### src/rtl/sram_ctrl_pkg.sv
package sram_ctrl_pkg;

   typedef enum logic [2:0] {
      PH_IDLE  = 3'd0,
      PH_READ  = 3'd1,
      PH_SETUP = 3'd2,
      PH_PULSE = 3'd3,
      PH_RECOV = 3'd4
   } phase_e;

   typedef struct packed {
      logic ce_n;
      logic we_n;
      logic oe_n;
      logic sel;
      logic drive;
   } pin_ctl_t;

   function automatic int ceil_div(input int num, input int den);
      return (num + den - 1) / den;
   endfunction

   function automatic int max2(input int a, input int b);
      return (a > b) ? a : b;
   endfunction

   // Pin levels that belong to each phase.
   function automatic pin_ctl_t phase_pins(input phase_e ph);
      pin_ctl_t p;
      p = '{ce_n: 1'b1, we_n: 1'b1, oe_n: 1'b1, sel: 1'b0, drive: 1'b0};
      case (ph)
         PH_READ:  begin p.ce_n = 1'b0; p.oe_n = 1'b0; p.sel = 1'b1; end
         PH_SETUP: begin p.ce_n = 1'b0; p.sel = 1'b1; end
         PH_PULSE: begin p.ce_n = 1'b0; p.we_n = 1'b0; p.sel = 1'b1; p.drive = 1'b1; end
         PH_RECOV: begin p.ce_n = 1'b0; p.sel = 1'b1; p.drive = 1'b1; end
         default:  ;
      endcase
      return p;
   endfunction

endpackage

### src/rtl/sram_phase_timer.sv
module sram_phase_timer #(
   parameter int CNT_W = 4
) (
   input  logic             clk,
   input  logic             rst_n,
   input  logic             load,
   input  logic [CNT_W-1:0] load_val,
   output logic             expired
);

   logic [CNT_W-1:0] cnt_q;

   always_ff @(posedge clk or negedge rst_n) begin
      if (!rst_n)
         cnt_q <= '0;
      else if (load)
         cnt_q <= load_val;
      else if (cnt_q != '0)
         cnt_q <= cnt_q - 1'b1;
   end

   assign expired = (cnt_q == '0);

endmodule

### src/rtl/sram_lane_gate.sv
module sram_lane_gate #(
   parameter int LANES = 2
) (
   input  logic               sel,
   input  logic [LANES-1:0]   lane_en,
   input  logic [LANES*8-1:0] bus_in,
   output logic [LANES-1:0]   strobe_n,
   output logic [LANES*8-1:0] masked
);

   for (genvar i = 0; i < LANES; i++) begin : g_lane
      assign strobe_n[i]     = ~(sel & lane_en[i]);
      assign masked[i*8 +: 8] = lane_en[i] ? bus_in[i*8 +: 8] : 8'h00;
   end

endmodule

### src/rtl/sram_async_ctrl.sv
module sram_async_ctrl
   import sram_ctrl_pkg::*;
#(
   parameter int ADDR_W     = 17,
   parameter int DATA_W     = 16,
   parameter int CLK_NS     = 10,
   parameter bit SLOW_GRADE = 1'b0
) (
   input  logic                clk,
   input  logic                rst_n,
   input  logic                req_valid,
   output logic                req_ready,
   input  logic                req_write,
   input  logic [ADDR_W-1:0]   req_addr,
   input  logic [DATA_W-1:0]   req_wdata,
   input  logic [DATA_W/8-1:0] req_be,
   output logic                rsp_valid,
   output logic [DATA_W-1:0]   rsp_rdata,
   output logic [ADDR_W-1:0]   sram_addr,
   output logic [DATA_W-1:0]   sram_dq_out,
   output logic                sram_dq_oe,
   input  logic [DATA_W-1:0]   sram_dq_in,
   output logic                sram_ce_n,
   output logic                sram_we_n,
   output logic                sram_oe_n,
   output logic [DATA_W/8-1:0] sram_lane_n
);

   localparam int LANES   = DATA_W / 8;
   // Memory minimums in ns, per grade.
   localparam int T_RC    = SLOW_GRADE ? 100 : 70;
   localparam int T_WC    = SLOW_GRADE ? 100 : 70;
   localparam int T_AW    = SLOW_GRADE ? 100 : 70;
   localparam int T_WP    = SLOW_GRADE ? 50 : 35;
   localparam int T_DW    = SLOW_GRADE ? 40 : 30;
   localparam int T_OHZ   = SLOW_GRADE ? 35 : 30;
   // Cycle counts derived from the clock period.
   localparam int RD_CYC  = ceil_div(T_RC, CLK_NS);
   localparam int WS_CYC  = max2(1, ceil_div(T_OHZ, CLK_NS));
   localparam int WP_CYC  = max2(ceil_div(T_WP, CLK_NS), ceil_div(T_AW, CLK_NS) - WS_CYC);
   localparam int REC_CYC = max2(1, ceil_div(T_WC, CLK_NS) - WS_CYC - WP_CYC);
   localparam int MAX_CYC = max2(max2(RD_CYC, WS_CYC), max2(WP_CYC, REC_CYC));
   localparam int CNT_W   = $clog2(MAX_CYC + 1);

   // Elaboration checks on the parameter set.
   if (DATA_W % 8 != 0 || DATA_W < 8) begin : g_bad_width
      $error("DATA_W must be a non-zero multiple of 8");
   end
   if (CLK_NS < 1) begin : g_bad_clk
      $error("CLK_NS must be positive");
   end
   if (ADDR_W < 1) begin : g_bad_addr
      $error("ADDR_W must be positive");
   end
   if (WP_CYC * CLK_NS < T_DW) begin : g_bad_dw
      $error("write pulse shorter than the data setup window");
   end

   phase_e            phase_q, phase_d;
   pin_ctl_t          pins_q, pins_d;
   logic              phase_done;
   logic              accept;
   logic              tmr_load;
   logic [CNT_W-1:0]  tmr_val;
   logic [ADDR_W-1:0] addr_q;
   logic [DATA_W-1:0] wdata_q;
   logic [LANES-1:0]  be_q, be_d;
   logic [LANES-1:0]  strobe_d;
   logic [LANES-1:0]  strobe_q;
   logic [DATA_W-1:0] rd_masked;
   logic              rvalid_q;
   logic [DATA_W-1:0] rdata_q;

   assign req_ready = (phase_q == PH_IDLE);
   assign accept    = req_valid && req_ready;
   assign be_d      = accept ? req_be : be_q;

   // Phase sequencing.
   always_comb begin
      phase_d = phase_q;
      case (phase_q)
         PH_IDLE:  if (req_valid) phase_d = req_write ? PH_SETUP : PH_READ;
         PH_READ:  if (phase_done) phase_d = PH_IDLE;
         PH_SETUP: if (phase_done) phase_d = PH_PULSE;
         PH_PULSE: if (phase_done) phase_d = PH_RECOV;
         PH_RECOV: if (phase_done) phase_d = PH_IDLE;
         default:  phase_d = PH_IDLE;
      endcase
   end

   always_comb begin
      case (phase_d)
         PH_READ:  tmr_val = CNT_W'(RD_CYC - 1);
         PH_SETUP: tmr_val = CNT_W'(WS_CYC - 1);
         PH_PULSE: tmr_val = CNT_W'(WP_CYC - 1);
         PH_RECOV: tmr_val = CNT_W'(REC_CYC - 1);
         default:  tmr_val = '0;
      endcase
   end

   assign tmr_load = (phase_d != phase_q);
   assign pins_d   = phase_pins(phase_d);

   sram_phase_timer #(
      .CNT_W (CNT_W)
   ) u_timer (
      .clk      (clk),
      .rst_n    (rst_n),
      .load     (tmr_load),
      .load_val (tmr_val),
      .expired  (phase_done)
   );

   sram_lane_gate #(
      .LANES (LANES)
   ) u_lanes (
      .sel      (pins_d.sel),
      .lane_en  (be_d),
      .bus_in   (sram_dq_in),
      .strobe_n (strobe_d),
      .masked   (rd_masked)
   );

   // Registered pins: every memory-side control leaves a flop.
   always_ff @(posedge clk or negedge rst_n) begin
      if (!rst_n) begin
         phase_q  <= PH_IDLE;
         pins_q   <= '{ce_n: 1'b1, we_n: 1'b1, oe_n: 1'b1, sel: 1'b0, drive: 1'b0};
         strobe_q <= '1;
         addr_q   <= '0;
         wdata_q  <= '0;
         be_q     <= '0;
      end else begin
         phase_q  <= phase_d;
         pins_q   <= pins_d;
         strobe_q <= strobe_d;
         if (accept) begin
            addr_q  <= req_addr;
            wdata_q <= req_wdata;
            be_q    <= req_be;
         end
      end
   end

   // Read capture on the edge that closes the access phase.
   always_ff @(posedge clk or negedge rst_n) begin
      if (!rst_n) begin
         rvalid_q <= 1'b0;
         rdata_q  <= '0;
      end else begin
         rvalid_q <= 1'b0;
         if (phase_q == PH_READ && phase_done) begin
            rvalid_q <= 1'b1;
            rdata_q  <= rd_masked;
         end
      end
   end

   assign sram_addr   = addr_q;
   assign sram_dq_out = wdata_q;
   assign sram_dq_oe  = pins_q.drive;
   assign sram_ce_n   = pins_q.ce_n;
   assign sram_we_n   = pins_q.we_n;
   assign sram_oe_n   = pins_q.oe_n;
   assign sram_lane_n = strobe_q;
   assign rsp_valid   = rvalid_q;
   assign rsp_rdata   = rdata_q;

   // Width of each write-enable low run, for the pulse check.
   logic [CNT_W:0] we_low_run;
   always_ff @(posedge clk or negedge rst_n) begin
      if (!rst_n)
         we_low_run <= '0;
      else if (!sram_we_n && we_low_run != '1)
         we_low_run <= we_low_run + 1'b1;
      else if (sram_we_n)
         we_low_run <= '0;
   end

   a_r1_idle_deselect: assert property (@(posedge clk) disable iff (!rst_n)
      req_ready |-> (sram_ce_n && sram_we_n && sram_oe_n && (&sram_lane_n) && !sram_dq_oe));

   a_r6_write_no_oe: assert property (@(posedge clk) disable iff (!rst_n)
      !sram_we_n |-> (!sram_ce_n && sram_oe_n && sram_dq_oe));

   a_r6_turnaround: assert property (@(posedge clk) disable iff (!rst_n)
      sram_dq_oe |-> $past(sram_oe_n));

   a_r7_addr_hold: assert property (@(posedge clk) disable iff (!rst_n)
      !$stable(sram_addr) |-> (sram_we_n && $past(sram_we_n)));

   a_r8_pulse_width: assert property (@(posedge clk) disable iff (!rst_n)
      $rose(sram_we_n) |-> (we_low_run >= (CNT_W+1)'(WP_CYC)));

   a_r10_single_pulse: assert property (@(posedge clk) disable iff (!rst_n)
      rsp_valid |=> !rsp_valid);

   a_r9_busy_no_start: assert property (@(posedge clk) disable iff (!rst_n)
      (!req_ready && !sram_ce_n) |=> (!sram_ce_n || req_ready));

endmodule

### config.mk
export PLATFORM = sky130hd
export DESIGN_NAME = sram_async_ctrl
export DESIGN_NICKNAME = d
export VERILOG_FILES = /design/src/rtl/sram_ctrl_pkg.sv /design/src/rtl/sram_phase_timer.sv /design/src/rtl/sram_lane_gate.sv /design/src/rtl/sram_async_ctrl.sv
export SDC_FILE = /design/constraint.sdc
export NUM_CORES = 1
export LEC_CHECK = 0
export ABC_AREA = 1
export BUFFER_PORTS_ARGS = -buffer_cell sky130_fd_sc_hd__buf_2
export CAP_MARGIN = 20
export CELL_PAD_IN_SITES_DETAIL_PLACEMENT = 1
export CELL_PAD_IN_SITES_GLOBAL_PLACEMENT = 1
export CORE_MARGIN = 3
export CORE_UTILIZATION = 36
export CTS_BUF_LIST = sky130_fd_sc_hd__clkbuf_8
export DETAILED_ROUTE_END_ITERATION = 10
export PLACE_DENSITY = 0.91
export SLEW_MARGIN = 20
export SYNTH_ARGS = -nofsm -noshare
export SYNTH_HDL_FRONTEND = slang
export SYNTH_SLANG_ARGS = --single-unit
### constraint.sdc
create_clock -name clk -period 2.2 [get_ports clk]
set_clock_uncertainty 0.15 [all_clocks]
set_input_delay 0.33 -clock clk [delete_from_list [all_inputs] [get_ports clk]]
set_output_delay 0.33 -clock clk [all_outputs]
set_load 0.005 [all_outputs]
Word level (Yosys, flattened, before mapping)
Cells that the tools add are included.
{ "totals": {"word_cells": 53, "mem_bits_rw": 0, "romBits": 0, "mem_count": 0, "latch_bits": 0, "register_bits": 64} }
{ "op_classes": {"div_mod_pow": 0, "bitwise_logic": 4, "magnitude_cmp": 0, "n_shift": 0, "n_eq_ne": 9, "addsub": 1, "n_mul": 0, "n_reduce_logical": 9, "muxes": 18} }
{ "op_table": {"columns": ["op", "count"], "rows": [
  ["$mux W3", 6],
  ["$mux W8", 2],
  ["$eq A3 B2 Y1 const B", 4],
  ["$pmux W3 S4", 1],
  ["$pmux W3 S3", 1],
  ["$eq A3 B1 Y1 const B", 2],
  ["$eq A3 B3 Y1 const B", 2],
  ["$logic_not A3 Y1", 2],
  ["$mux W1", 6],
  ["$mux W2", 2],
  ["$reduce_or A2 Y1", 2],
  ["$reduce_or A4 Y1", 1],
  ["$ne A3 B3 Y1", 1],
  ["$reduce_bool A3 Y1", 1],
  ["$sub A3 B1 Y3 const B", 1],
  ["$and A1 B1 Y1", 2],
  ["$logic_and A1 B1 Y1", 2],
  ["$not A1 Y1", 2],
  ["$reduce_bool A2 Y1", 1]
]} }

Longest topological paths before layout
Gate-level depths: netlist of the first run.
{ "logic_depth": {"ltp_word": 8, "ltp_mapped": 13, "depth_no_buf": 12} }

Hierarchy
A second synthesis of the first run with hierarchy kept.
{ "hier_totals": {"hier_cells": 342, "hier_area_um2": 2866.5} }
{ "modules_own_cells": {"columns": ["mod", "n_inst", "area_each_um2", "cells_each", "seq_area_each_um2"], "rows": [
  ["sram_async_ctrl", 1, 2508.7, 274, 1532.7],
  ["sram_phase_timer", 1, 207.7, 32, 75.1],
  ["sram_lane_gate", 1, 150.1, 36, 0.0]
]} }

Worst setup path before layout of the first run
No wires, ideal clock.
{ "synth_timing": {"path_type": "flip-flop to flip-flop", "start": "reg u_timer.cnt_q[0]", "end": "reg u_timer.cnt_q[1]", "path_stages_with_launch": 14, "t_required_ns": 1.933, "t_arrival_ns": 1.603, "path_slack_ns": 0.330, "path_buffers": 1, "setup_time_ns": 0.117, "path_cell_list": "dfrtp_1 > inv_1 > ha_1 > ha_1 > buf_2 > inv_1 > nor2_1 > nand2_1 > nand2_2 > or2_4 > nor2_4 > nand2_1 > nand2_1 > nand2_1"} }
{ "synth_between": {"elab_chain_cells": 6} }
{ "synth_rtl": {"columns": ["item", "line", "rtl"], "rows": [
  ["start, declared", "sram_phase_timer.sv:11", "logic [CNT_W-1:0] cnt_q;"],
  ["start signal, assigned", "sram_phase_timer.sv:17", "cnt_q <= load_val;"],
  ["start signal, assigned", "sram_phase_timer.sv:19", "cnt_q <= cnt_q - 1'b1;"],
  ["$logic_not A3 Y1 *", "sram_phase_timer.sv:22", "assign expired = (cnt_q == '0);"],
  ["$mux W3 (on tied branches)", null, null],
  ["$pmux W3 S4 *", "sram_async_ctrl.sv:81", "case (phase_q)"],
  ["net phase_d[0]", "sram_async_ctrl.sv:59", "phase_e phase_q, phase_d;"],
  ["$eq A3 B2 Y1 or $eq A3 B1 Y1 (tied branches)", "sram_async_ctrl.sv:92", "case (phase_d)"],
  ["$pmux W3 S3", "sram_async_ctrl.sv:92", null],
  ["$mux W3", "sram_phase_timer.sv:16", "else if (load)"]
]} }
The timed path passes the listed nets; every way through them passes the cells marked *. The select of a mux whose other input is x is not followed.
A chain may end at the register's enable or synchronous reset.

Worst setup path in the final report of the first run
Same ends and word-level chain as after synthesis.

==> impl_metrics.tcl, run 1 <==
set metrics [dict create \
    crit_family "simple AND/OR/NAND/NOR gates" \
    worstMarginPinSlew_ns 0.351 \
    portBuffers 111 \
    synth.area.top_cells "dfrtp_1 55%, nand2_1 17%, dfstp_2 4.9%" \
    clock_latency_ns 0.32 \
    die_area_sq_mm 0.00853 \
    cts_sinks 64 \
    r2r_end "u_timer.cnt_q[1]$_DFFE_PN0P_" \
    synth.top_cell.area_share_pct 55.0 \
    antenna_found_initial 0 \
    final_nets 472 \
    met2_length_um 3560 \
    fillCellCount 888 \
    hold_class "primary input to register" \
    clockRootBuffer "clkbuf_8" \
    htree_levels 3 \
    synth_edf_count 0 \
    hold_viol_final 0 \
    dp_hpwl_um 5250 \
    drcViolationCount 0 \
    crit_required_ns 2.26 \
    finalSetupTns_ns 0 \
    num_vias 2358 \
    dr.pass1.iters 4 \
    maxSlewHeadroom_pct 76.6 \
    clockBufferDepth 2 \
    synthCells 298 \
    irDropWorstVdd_v 0.000488 \
    placementRows 30 \
    total_power_mw 5.03 \
    ant_nets 0 \
    rr_worst_depth 12 \
    crit_buf_inv 2 \
    ys_ff_latch 64 \
    vias_per_cell 4.58 \
    drt-total-wl_um 7070 \
    ys_async_sr_fraction_pct 100 \
    setup_viol 0 \
    die_w_um 92.4 \
    slew_violations 0 \
    period_needed_ns 1.92 \
    grt_pass1_vias 2532 \
    r2r_slack_ns 0.28 \
    synth_largest_area_cell "dfrtp_1" \
    cp-endpoint "u_timer.cnt_q[1]$_DFFE_PN0P_" \
    wl_met1_um 3090 \
    track_usage_pct 17.3 \
    cts_buffers 9 \
    crit_arrival_ns 1.98 \
    path_depth 12 \
    cpPeakStageDelay_ns 0.36 \
    rsz0062_at_grt "false" \
    crit_fanout 10 \
    multi_input_area_sq_um 916 \
    crit_slowest_cell "dfrtp_1" \
    ys_top_cells_by_count "123 x nand2_1, 59 x dfrtp_1, 27 x inv_1" \
    core_sq_mm 0.00702 \
    start_util_pct 38.3 \
    antennaDiodeCount 0 \
    crit_start "u_timer.cnt_q[0]$_DFFE_PN0P_" \
    powerDensity_mw_per_mm2 1410 \
    crit_path_cell_trace "inv_1, ha_1, ha_2, inv_1, nor2_1, nand2_1, nand2_2, or2_4, nor2_4, nand2_1, nand2_1, nand2_1" \
    grt.overflow.total 0 \
    drt_first_iter_violations 111 \
    regArea_sq_mm 0.00161 \
    synth.distinct_cells 25 \
    pin_count 112 \
    status "complete, no violations" \
    ys_warn_count 0 \
    cp_common_cell "nand2_1" \
    wl_per_cell_um 13.7 \
    reg2reg_from "u_timer.cnt_q[0]$_DFFE_PN0P_" \
    yosysMostFrequentCell "nand2_1" \
    grt_max_degree 65 \
    cap_violations 0 \
    fmax_mhz 522 \
    grt_pass1_wl_um 11700 \
    cts.reportedPaths.clkPinSlew_ns 0.07 \
    met3_length_um 364 \
    synth_nets 355 \
    power.leakage_nw 2.01 \
    top_layer "met4" \
    fin_crit_sh_pct 87.1 \
    synth.cell_area_sq_mm 0.00269 \
    drive_above_1_share_pct 37.5 \
    cp-end-kind "register" \
    cts_tree "built" \
    syn_to_final_growth_pct 32.2 \
    worstHoldStart "req_wdata[14]" \
    path_class "register to register" \
    synthFlopType "dfrtp_1" \
    ys_seq_area_share_pct 59.9 \
    fp.dieH_um 92.4 \
    globalplace.congestion 0.840 \
    post-cts-setup-buffer-count 0 \
    synth.avg_cell_area_sq_um 9.01 \
    critPathLaunchType "register" \
]
## state kept, by name, summed over array words and instances (netlist names)
name           flops
phase_q            3
be_q               2
sram_dq_out       16
sram_we_n          1
sram_ce_n          1
u_timer.cnt_q      3
sram_dq_oe         1
rsp_rdata         16
sram_lane_n        2
sram_oe_n          1
rsp_valid          1
sram_addr         17
## what timing repair did
action                     CTS  global route
hold buffers                 1             0
setup endpoints to repair    0             1
hold endpoints to repair    59             0
resized for setup            0             1
## power by group
group	leakage (nW)	total, mW	switching (mW)	internal, mW
clock	0.0924	0.873	0.417	0.456
sequential	0.785	2.06	0.305	1.75
combinational	1.14	2.10	1.21	0.882
## worst register-to-register path, cell delays in order (launching register included)
cell and delay, ns:
dfrtp_1 0.36, inv_1 0.05, ha_1 0.20, ha_2 0.24, inv_1 0.09, nor2_1 0.04
nand2_1 0.08, nand2_2 0.08, or2_4 0.27, nor2_4 0.09, nand2_1 0.06, nand2_1 0.06
nand2_1 0.04
## cell families after synthesis
family,after synthesis,synth area share (%)
XOR/XNOR,1,0.326
AO/OA/AOI/OAI,19,4.15
adder cells (fa/ha/maj),2,0.931
AND/OR/NAND/NOR,172,28.6
buffers and inverters,40,6.15
flip-flops,64,59.9
## worst min path at each step
stage,cells past startpoint,to
after global placement,2,sram_addr[2]$_DFFE_PN0P_
after floorplan,0,be_q[0]$_DFF_PN0_
after CTS,3,sram_dq_out[1]$_DFFE_PN0P_
after detailed placement,2,sram_addr[2]$_DFFE_PN0P_
final,3,sram_dq_out[14]$_DFFE_PN0P_
after global routing,3,sram_addr[1]$_DFFE_PN0P_
## cell type report
class                           instances  area share, %
Sequential cell                        64           45.3
Inverter                               30           3.24
Clock buffer                           11           4.26
Multi-Input combinational cell        194           25.8
Clock inverter                          4          0.599
Timing Repair Buffer                  116           17.5
Tap cell                               96           3.38
## metrics by stage
stage / std cells / hold slack [ns] / utilization [%] / area [sq um] / worst slack, ns
floorplan: 298 / -0.116 / - / 2690 / 0.330
global placement: 499 / 0.218 / 48.0 / 3370 / 0.258
detailed placement: 499 / 0.222 / 48.0 / 3370 / 0.178
CTS: 515 / 0.0366 / 50.6 / 3550 / 0.163
global route: 515 / 0.0411 / 50.6 / 3550 / 0.102
finish: 515 / 0.0515 / 50.6 / 3550 / 0.285
## layout by cell type, fill, tap and decap left out, types with 3 or more instances in the layout
master    Yosys  routed
dfrtp_1      59      59
clkbuf_8      0      11
o21ai_0      16      16
nand2_4       4       4
dfstp_2       5       5
nand2_2       6       6
inv_1        27      28
buf_2        10     111
nand2_1     123     123
nand4_1       3       3
nand3_1      23      23
nor2_1        4       4
## metal layers
metal / vias to the layer above / global-route usage, %
met2: 68 / 30.3
met5: - / 0
met1: 1131 / 21.1
met3: 6 / 4.63
met4: 0 / 4.21
li1: 1153 / -
(Power assumes the default switching activity.)
==> run 2, diff against run 1 <==
--- a/config.mk
+++ b/config.mk
@@ -14,7 +14,7 @@
 export CORE_UTILIZATION = 36
 export CTS_BUF_LIST = sky130_fd_sc_hd__clkbuf_8
 export DETAILED_ROUTE_END_ITERATION = 10
-export PLACE_DENSITY = 0.91
+export PLACE_DENSITY = 0.89
 export SLEW_MARGIN = 20
 export SYNTH_ARGS = -nofsm -noshare
 export SYNTH_HDL_FRONTEND = slang
==> run 2 against run 1 <==
Compared with the run above:
- setup slack worse by 0.020 ns
- non-clock buffer count stayed put
- clock-buffer cell count is 1 higher
- register-to-register slack worse by 0.02 ns
- die area stayed put
- design area is 1.9% higher
- largest cell class unchanged
- largest power group unchanged
==> impl_metrics.tcl, run 2 (same netlist as run 1, synthesis figures left out) <==
set metrics [dict create \
    cp-end-kind "register" \
    finalSetupTns_ns 0 \
    power.share.clock_pct 22.1 \
    drive_above_1_share_pct 37.9 \
    cap_violations 0 \
    slew_violations 0 \
    comb_power_share_pct 39.6 \
    portBuffers 111 \
    setup_viol 0 \
    clockRootBuffer "clkbuf_8" \
    whs_path_depth 3 \
    largest_reg_flops 17 \
    worstHoldStart "req_addr[11]" \
    grt_pass1_vias 2605 \
    core_sq_mm 0.00702 \
    status "complete, no violations" \
    num_vias 2386 \
    reg2reg_from "u_timer.cnt_q[0]$_DFFE_PN0P_" \
    hold_class "primary input to register" \
    wl_per_cell_um 14.3 \
    clockBufferDepth 2 \
    fmax_mhz 517 \
    irDropWorstVdd_v 0.000462 \
    r2r_slack_ns 0.26 \
    antenna_found_initial 0 \
    cts.reportedPaths.clkPinSlew_ns 0.07 \
    die_area_sq_mm 0.00853 \
    crit_arrival_ns 2.01 \
    rsz0062_at_grt "false" \
    grt_pass1_wl_um 12600 \
    fillCellCount 864 \
    fp.dieH_um 92.4 \
    placementRows 30 \
    start_util_pct 38.3 \
    rr_worst_depth 10 \
    final_common_cell "nand2_1" \
    dp_hpwl_um 5380 \
    track_usage_pct 18.5 \
    hold_viol_final 0 \
    maxSlewHeadroom_pct 77.0 \
    pwr-share-seq_pct 38.3 \
    pin_count 112 \
    whs_ns 0.0385 \
    powerDensity_mw_per_mm2 1480 \
    globalplace.congestion 0.872 \
    postLayoutSetupSlackWorst_ns 0.265 \
    grt.overflow.total 0 \
    antennaDiodeCount 0 \
    fin_crit_sh_pct 88.0 \
    critPathLaunchType "register" \
    worstMarginPinSlew_ns 0.345 \
    cts_tree "built" \
    clock_latency_ns 0.33 \
    path_class "register to register" \
    r2r_end "u_timer.cnt_q[0]$_DFFE_PN0P_" \
    drcViolationCount 0 \
    power.switching_mw 2.00 \
    min_to "sram_addr[11]$_DFFE_PN0P_" \
    drt-total-wl_um 7360 \
    cts_sinks 64 \
    final_cell_mix "123 x nand2_1, 111 x buf_2, 59 x dfrtp_1" \
    ant_nets 0 \
    dr.pass1.iters 4 \
    final_nets 472 \
    power.leakage_nw 2.04 \
    pre_cts_ws_ns 0.162 \
    htree_levels 3 \
    syn_to_final_growth_pct 34.7 \
    crit_fanout 10 \
    die_w_um 92.4 \
    grt_max_degree 65 \
    cts_buffers 9 \
    sw_frac_of_total_pct 37.3 \
    p_int_mw 3.36 \
    vias_per_cell 4.62 \
    drt_first_iter_violations 53 \
    crit_required_ns 2.27 \
    period_needed_ns 1.94 \
]
==> run 2: cell count changes in the layout (fill, tap and decap cells not counted) <==
cell / change
clkinvlp_4: +1
clkbuf_8: +1
inv_1: -1
bufinv_16: +2
clkinv_2: -2
==> run 2: critical path, cell delays in order (launching register included) <==
cell and delay (ns):
dfrtp_1 0.36, inv_1 0.05, ha_1 0.19, ha_2 0.24
nand2_2 0.10, nand2_1 0.14, a21boi_1 0.18, nor2_2 0.19
nand3_1 0.11, nand2_1 0.08, inv_1 0.04
==> run 2: layout make-up <==
type | count | area [sq um] | share of cell area (%)
sequential | 64 | 1610 | 44.4
timing repair buffer | 116 | 621 | 17.1
tap | 96 | 120 | 3.32
inverter | 30 | 115 | 3.18
multi-input combinational | 194 | 916 | 25.3
clock inverter | 4 | 75.1 | 2.07
clock buffer | 12 | 165 | 4.56
==> run 2: how the worst max path moves through the flow <==
stage                                             from                            to  slack, ns  cells after the start
after detailed placement  u_timer.cnt_q[0]$_DFFE_PN0P_  u_timer.cnt_q[0]$_DFFE_PN0P_       0.16                     10
after CTS                 u_timer.cnt_q[0]$_DFFE_PN0P_  u_timer.cnt_q[2]$_DFFE_PN0P_       0.14                     12
after floorplan           u_timer.cnt_q[0]$_DFFE_PN0P_  u_timer.cnt_q[1]$_DFFE_PN0P_       0.33                     13
after global routing      u_timer.cnt_q[0]$_DFFE_PN0P_  u_timer.cnt_q[2]$_DFFE_PN0P_       0.08                     10
final                     u_timer.cnt_q[0]$_DFFE_PN0P_  u_timer.cnt_q[0]$_DFFE_PN0P_       0.26                     10
after global placement    u_timer.cnt_q[0]$_DFFE_PN0P_  u_timer.cnt_q[1]$_DFFE_PN0P_       0.26                     12
==> run 2: stage by stage <==
stage	power, mW	instances	cell area, sq um	utilization, %
6_report	5.36	516	3620	51.6
5_1_grt	5.84	516	3620	51.6
4_1_cts	5.45	516	3620	51.5
3_5_place_dp	4.22	499	3370	48.0
3_3_place_gp	4.07	499	3370	48.0
2_1_floorplan	3.28	298	2690	-
==> run 2: power by group through the flow <==
stage	Combinational [mW]	Clock, mW	Sequential, mW
2_1_floorplan	1.19	0	2.09
3_3_place_gp	2.02	0	2.05
3_5_place_dp	2.15	0	2.07
4_1_cts	2.18	1.21	2.06
5_1_grt	2.45	1.26	2.13
6_report	2.12	1.18	2.06
==> run 2: timing repair <==
action	CTS	global route
buffers inserted	0	0
setup endpoints to repair	0	3
resized for setup	0	1
hold endpoints to repair	59	0
hold buffers	1	0
==> run 2: layer usage <==
layer	share of wire, %	up-vias	wire [um]	GRT usage [%]
met2	51	73	3780	32.7
met1	42	1149	3090	21.9
li1	-	1154	-	-
met5	0	-	0	0
met4	1.4	0	102	7.18
met3	5.3	10	387	3.74
